[config.mk]
export PLATFORM = sky130hd
export DESIGN_NAME = panel_pwr_seq
export DESIGN_NICKNAME = d
export VERILOG_FILES = /design/src/rtl/panel_pwr_seq.sv
export SDC_FILE = /design/constraint.sdc
export NUM_CORES = 1
export LEC_CHECK = 0
export BUFFER_PORTS_ARGS = -buffer_cell sky130_fd_sc_hd__buf_2
export CAP_MARGIN = 10
export CELL_PAD_IN_SITES_DETAIL_PLACEMENT = 0
export CELL_PAD_IN_SITES_GLOBAL_PLACEMENT = 1
export CORE_UTILIZATION = 36
export CTS_BUF_LIST = sky130_fd_sc_hd__clkbuf_16
export CTS_CLUSTER_DIAMETER = 120
export DETAILED_ROUTE_END_ITERATION = 8
export PLACE_DENSITY_LB_ADDON = 0.1
export SYNTH_ARGS = -nofsm -noshare
export SYNTH_HDL_FRONTEND = slang
export SYNTH_SLANG_ARGS = --single-unit
[constraint.sdc]
create_clock -name clk -period 3.3 [get_ports clk]
set_input_delay 0.66 -clock clk [delete_from_list [all_inputs] [get_ports clk]]
set_output_delay 0.66 -clock clk [all_outputs]
set_load 0.03 [all_outputs]
[src/rtl/panel_pwr_seq.sv]
module panel_pwr_seq #(
  parameter int CNT_W = 26
) (
  input  logic             clk,
  input  logic             rst_n,
  input  logic             if_en,
  input  logic             seq_start,
  input  logic [CNT_W-1:0] dly_up_ctl,
  input  logic [CNT_W-1:0] dly_up_lit,
  input  logic [CNT_W-1:0] dly_dn_lit,
  input  logic [CNT_W-1:0] dly_dn_ctl,
  input  logic [CNT_W-1:0] dly_rest,
  output logic             sup_en,
  output logic             ctl_en,
  output logic             lit_en,
  output logic [1:0]       seq_state
);

  typedef enum logic [1:0] {
    ST_IDLE = 2'd0,
    ST_CTRL = 2'd1,
    ST_LIT  = 2'd2,
    ST_REST = 2'd3
  } st_t;

  st_t             st;
  logic [CNT_W-1:0] cnt;
  logic            down;

  wire run  = if_en & seq_start;
  wire done = (cnt == '0);

  assign seq_state = st;

  always_ff @(posedge clk or negedge rst_n) begin
    if (!rst_n) begin
      st     <= ST_IDLE;
      cnt    <= '0;
      down   <= 1'b0;
      sup_en <= 1'b0;
      ctl_en <= 1'b0;
      lit_en <= 1'b0;
    end else begin
      case (st)
        ST_IDLE: begin
          if (!sup_en) begin
            if (run) begin
              sup_en <= 1'b1;
              cnt    <= dly_up_ctl;
            end
          end else if (!run) begin
            sup_en <= 1'b0;
            cnt    <= dly_rest;
            st     <= ST_REST;
          end else if (done) begin
            ctl_en <= 1'b1;
            cnt    <= dly_up_lit;
            down   <= 1'b0;
            st     <= ST_CTRL;
          end else begin
            cnt <= cnt - 1'b1;
          end
        end
        ST_CTRL: begin
          if (ctl_en && (down ? done : !run)) begin
            ctl_en <= 1'b0;
            cnt    <= dly_dn_ctl;
            down   <= 1'b1;
          end else if (ctl_en && !down && done) begin
            lit_en <= 1'b1;
            st     <= ST_LIT;
          end else if (!ctl_en && done) begin
            sup_en <= 1'b0;
            cnt    <= dly_rest;
            st     <= ST_REST;
          end else if (!done) begin
            cnt <= cnt - 1'b1;
          end
        end
        ST_LIT: begin
          if (!run) begin
            lit_en <= 1'b0;
            cnt    <= dly_dn_lit;
            down   <= 1'b1;
            st     <= ST_CTRL;
          end
        end
        default: begin
          if (done) st <= ST_IDLE;
          else      cnt <= cnt - 1'b1;
        end
      endcase
    end
  end

endmodule


==> results.ini, run 1 <==
[placement]
dp_slack_ns=0.507
dp_hpwl_um=13500
io_buffers=138
gp_congestion=0.928

[setup_path]
worstPathArrival_ns=3.10
r2r-start=cnt[20]
critPathSlowestCell=nor4_1
r2r_cells=8
timing.rr.end=cnt[13]
crit_fanout=16
r2r_slack_ns=0.40
critPathKind=reg2reg
cp.buffers_inverters=1
slowest_delay_ns=0.52
worstPathCellList=nor4_1 > nand2_1 > or3_1 > buf_4 > nor2_2 > nand2_1 > a21o_1 > a31oi_1
cp.required_ns=3.50
crit_top_cell=nand2_1
end_kind=flop
crit_family=simple AND/OR/NAND/NOR gates
worstSetupStartpointType=flop

[synth]
ys_seq_area_frac=0.197
synth_top_area_frac=0.197
yosysWarnings=0
synth_edf_count=0
syn_area_um2=4060
yosysUniqueCellTypes=75
ys_seq_elements=32
async_flop_share=1.00
synthFlopType=dfrtp_1
synth_area_leader_cell=dfrtp_1
synth_nets=705
synth.area.top_cells=dfrtp_1, o21ai_0, nand2_1, a21oi_1, nor2_1
netlist_instances=566
postSynthAreaPerCell_um2=7.17

[power_and_ir_drop]
p_sw_frac=0.524
powerDensity_nw_per_um2=848
p_leak_nw=2.15
ir_worst_vdd_mv=0.452
clock_power_share=0.106
p_sw_mw=2.27
power.internal_mw=2.06
p_seq_frac=0.212
p_comb_frac=0.682

[sta]
fin_worst_skew_ns=0.00889
hold_violations=0
fmax_mhz=345
setup_tns_ns=0
hold_slack_ns=0.477
slew_headroom=0.415
rsz0062_at_grt=false
finalSetupViolCount=0
tightest_slew_ns=0.878
fin_crit_sh=0.878
finalMaxSlewViolations=0
fin_ws_ns=0.404
period_needed_ns=2.90

[grt]
grt_pass1_wl_um=28000
grt_usage=0.322
gr-total-overflow=0
grt_max_degree=33
grt_pass1_vias=4850
antenna_found_initial=0

[route]
first_pass_iters=6
drt_iter0_drc=623
dr_total_vias=5300
ant_nets=0
remaining_drc_errors=0
via_per_inst=6.30
wl_per_cell_um=21.9
postRouteWirelength_um=18400

[cts]
clk_pin_slew_ns=0.06
postCtsResizedCells=0
cts_hold_buf=0
insertion_delay_ns=0.29
clkSinkCount=32
cts_root_buf=clkbuf_16
cts_tree=built
postCtsSetupBuffers=0
h-tree-depth=2
numCtsBuffers=5
clockBufferDepth=2

[die]
die_x_um=108
dieArea_um2=11700
start_util=0.371
num_rows=38
io_pins=139
fp.dieH_um=108
core_um2=10900

[hold_path]
min_path_type=in2async

[cells_and_area]
utilization=0.467
antenna_cells=0
nNetsFinal=839
drive_above_1_share=0.292
mostFrequentLayoutCell=buf_2
syn_to_final_growth_pct=25.9
final_cell_mix=buf_2, nand2_1, o21ai_0

[run_status]
status=finished clean

[run]
drv_cap=0

[cell families (layout without fill, tap and decap cells)]
| kind of cell | after synthesis | in the layout | share of synthesized area |
|---|---|---|---|
| AO/OA/AOI/OAI | 238 | 238 | 0.406 |
| AND/OR/NAND/NOR | 203 | 203 | 0.258 |
| buffers and inverters | 68 | 203 | 0.0783 |
| flip-flops | 32 | 32 | 0.197 |
| XOR/XNOR | 15 | 15 | 0.0324 |
| adder cells (fa/ha/maj) | 5 | 5 | 0.0154 |
| multiplexers | 5 | 5 | 0.0126 |
[synthesized netlist by cell type (all sizes together) (5+ instances only)]
library cell  instances
o21a                  5
inv                  15
a222oi               11
a21oi                47
and3                  6
clkbuf               29
a21o                  7
nand2                65
a22oi                 7
a31oi                19
nor4                 10
xnor2                 9
o211ai               14
nor2                 40
nor3                 12
buf                  23
nand4                 7
a221oi                9
nand3                28
xor2                  6
o21ai                61
o31ai                 7
ha                    5
dfrtp                32
o221ai                9
nor2b                10
a32oi                 5
[worst register-to-register path, delay by kind of cell, from the launching register on]
| family | cells | cell delay [ns] |
|---|---|---|
| DFF | 1 | 0.44 |
| buffers and inverters | 1 | 0.23 |
| and+or+nand+nor | 5 | 1.79 |
| AOI/OAI and AO/OA | 2 | 0.36 |
[area by class of cell]
class | instances | area (um2)
tap | 140 | 175
inverter | 16 | 60.1
multi-input combinational | 466 | 2940
timing repair buffer | 179 | 998
fill | 1135 | 5820
clock buffer | 5 | 125
clock inverter | 3 | 11.3
sequential | 32 | 801
[registers in the layout, summed over array words and instances, names as in the netlist]
register   cells
cnt           26
seq_state      2
ctl_en         1
down           1
lit_en         1
sup_en         1
[power groups by stage]
stage	registers (mW)	clock network [mW]	logic [mW]
global placement	0.910	0	2.88
detailed placement	0.914	0	2.90
CTS	0.909	0.465	2.91
finish	0.917	0.460	2.96
global route	0.952	0.484	3.20
floorplan	0.816	0	2.05
[how the worst max path moves through the flow]
stage	cells after the start	slack, ns	end	startpoint
2_1_floorplan	11	0.75	cnt[9]	seq_state[0]
3_3_place_gp	8	0.52	cnt[2]	cnt[20]
3_5_place_dp	8	0.51	cnt[6]	cnt[12]
4_1_cts	8	0.49	cnt[16]	cnt[12]
5_1_grt	8	0.25	cnt[4]	cnt[20]
6_report	8	0.40	cnt[13]	cnt[20]
[metrics by stage]
stage / power (mW) / cells / instance area [um2]
finish: 4.33 / 841 / 5110
CTS: 4.29 / 841 / 5110
detailed placement: 3.81 / 833 / 4970
floorplan: 2.87 / 566 / 4060
global placement: 3.79 / 833 / 4970
global route: 4.64 / 841 / 5110
[per-layer routing]
metal / share of wire / vias up / track usage
met5: 0 / - / 0
met1: 0.44 / 2548 / 0.458
met4: 0.018 / 0 / 0.0841
met2: 0.45 / 285 / 0.498
li1: - / 2445 / -
met3: 0.087 / 22 / 0.0567
Note: power is estimated with default switching activity, not from simulation.
==> run 2, diff against run 1 <==
Settings changed: ABC_AREA set to 1, CORE_UTILIZATION 36 to 35, CTS_BUF_LIST sky130_fd_sc_hd__clkbuf_16 to unset.
==> run 2 against run 1 <==
  * Non-clock buffer count shrank 27
  * Synthesized cell count grew 60%
  * Largest cell class unchanged
  * Sequential share of layout area down 1.6 points
  * Register-to-register slack improved by 0.096 ns
  * Critical endpoint is now cnt[11]
  * Critical path depth increased by 5
==> results.ini, run 2 <==
[setup_path]
worstPathArrival_ns=3.03
critPathSlowestCell=dfrtp_1
critPathKind=reg2reg
worstPathCellList=inv_1 > ha_1 > nand2_2 > nor2_8 > nand4_4 > nand2_4 > nand2_2 > nand2_4 > o21ai_4 > buf_4 > nor2_1 > nand2_1 > nand2_1
end_kind=flop
slowest_delay_ns=0.41
cp.required_ns=3.53
worstSetupStartpointType=flop
r2r_cells=13
r2r_slack_ns=0.50
crit_fanout=52
timing.rr.end=cnt[11]
r2r-start=cnt[0]

[grt]
gr-total-overflow=0
antenna_found_initial=0
grt_pass1_vias=5921
grt_pass1_wl_um=31200
grt_max_degree=53
grt_usage=0.286

[cells_and_area]
largest_register_ffs=26
nNetsFinal=1157
antenna_cells=0
multi_input_area_um2=3390
drive_above_1_share=0.182
max_flop_register=cnt
mostFrequentLayoutCell=nand2_1
syn_to_final_growth_pct=20.1
fillers=1519
seqCellArea_um2=801
final_cell_mix=nand2_1, nor2_1, buf_2

[route]
ant_nets=0
first_pass_iters=5
postRouteWirelength_um=19200
drt_iter0_drc=493
remaining_drc_errors=0
via_per_inst=5.07
dr_total_vias=6049
wl_per_cell_um=16.1

[synth]
synthFlopType=dfrtp_1
synth_top_area_frac=0.245
ys_seq_area_frac=0.169
yosys-top-cells-count=nand2_1, nor2_1, inv_1
yosysUniqueCellTypes=36
ys_seq_elements=32
synth_edf_count=0
synth.area.top_cells=nand2_1, dfrtp_1, nor2_1, nand3_1, a21oi_1
async_flop_share=1.00
syn_area_um2=4730
yosysWarnings=0
postSynthAreaPerCell_um2=5.24
synth_nets=1042
synthMostInstantiatedCell=nand2_1
synth_area_leader_cell=nand2_1
netlist_instances=903

[die]
num_rows=42
start_util=0.359
die_x_um=118
fp.dieH_um=118
dieArea_um2=14000
io_pins=139
core_um2=13200

[cts]
numCtsBuffers=5
insertion_delay_ns=0.29
clk_pin_slew_ns=0.05
cts_root_buf=clkbuf_16
h-tree-depth=2
cts_hold_buf=0
postCtsResizedCells=0
clockBufferDepth=2
cts_tree=built
clkSinkCount=32
postCtsSetupBuffers=0

[sta]
fin_worst_skew_ns=0.00553
rsz0062_at_grt=false
tightest_slew_ns=0.854
fin_ws_ns=0.500
setup_tns_ns=0
finalSetupViolCount=0
fmax_mhz=357
fin_crit_sh=0.849
slew_headroom=0.430
period_needed_ns=2.80
finalMaxSlewViolations=0
hold_violations=0

[power_and_ir_drop]
powerDensity_nw_per_um2=884
ir_worst_vdd_mv=0.543
p_leak_nw=3.16
finalPower_mw=5.03

[placement]
io_buffers=138
gp_congestion=0.839
dp_hpwl_um=14500
dp_slack_ns=0.550

[run_status]
status=finished clean

[run]
drv_cap=0

[hold_path]
min_path_type=in2async

==> run 2: cell types whose count changed in the layout (fill, tap and decap cells not counted), moves of 21 or more <==
cell     previous run  this run
nand3_1            27        70
a21oi_1            47        68
nand4_1             6        38
nand2_1            65       309
nor2_1             39       168
buf_4              41        14
inv_1              17        81
o21ai_0            56        26
==> run 2: final cells by class <==
cell class,instances,share of cell area
multi-input combinational,740,0.596
timing repair buffer,152,0.140
clock buffer,7,0.0268
inverter,87,0.0574
sequential,32,0.141
tap,176,0.0387
==> run 2: logic make-up (layout without fill, tap and decap cells) <==
kind of cell / count (synthesis) / after routing / synth area share
AO/OA/AOI/OAI: 105 / 105 / 0.118
AND/OR/NAND/NOR: 621 / 621 / 0.569
flip-flops: 32 / 32 / 0.169
buffers and inverters: 131 / 246 / 0.114
XOR/XNOR: 9 / 9 / 0.0167
adder cells (fa/ha/maj): 5 / 5 / 0.0132
==> run 2: through the flow <==
step	std cells	util	hold WS [ns]	instance area, um2
final	1194	0.431	0.470	5690
after floorplan	903	-	0.364	4730
after global placement	1187	0.419	0.470	5530
after detailed placement	1187	0.419	0.476	5530
after CTS	1194	0.431	0.491	5690
after global routing	1194	0.431	0.541	5690
==> run 2: power by group <==
| part | switching [mW] | total [mW] | internal, mW |
|---|---|---|---|
| Clock | 0.191 | 0.508 | 0.317 |
| Sequential | 0.284 | 0.893 | 0.609 |
| Combinational | 2.46 | 3.63 | 1.17 |
| Total | 2.93 | 5.03 | 2.10 |
==> run 2: critical path, delay by kind of cell, from the launching register on <==
family | cells | cell delay (ns)
AOI/OAI and AO/OA | 1 | 0.07
adders and majority gates | 1 | 0.30
buffers and inverters | 2 | 0.43
DFF | 1 | 0.41
and+or+nand+nor | 9 | 1.52
==> run 2: layer usage <==
| metal | GRT usage | share of wire | vias to the layer above |
|---|---|---|---|
| met5 | 0 | 0 | - |
| met4 | 0.0569 | 0.0093 | 0 |
| met3 | 0.0405 | 0.059 | 16 |
| met2 | 0.435 | 0.44 | 182 |
| met1 | 0.425 | 0.49 | 2742 |
| li1 | - | - | 3109 |
==> run 2: worst max-delay path by stage <==
| stage | from | endpoint | slack (ns) |
|---|---|---|---|
| after CTS | cnt[0] | cnt[11] | 0.53 |
| final | cnt[0] | cnt[11] | 0.50 |
| after global placement | cnt[0] | cnt[22] | 0.65 |
| after floorplan | cnt[0] | cnt[3] | 1.22 |
| after detailed placement | cnt[0] | cnt[23] | 0.55 |
| after global routing | cnt[0] | cnt[18] | 0.24 |
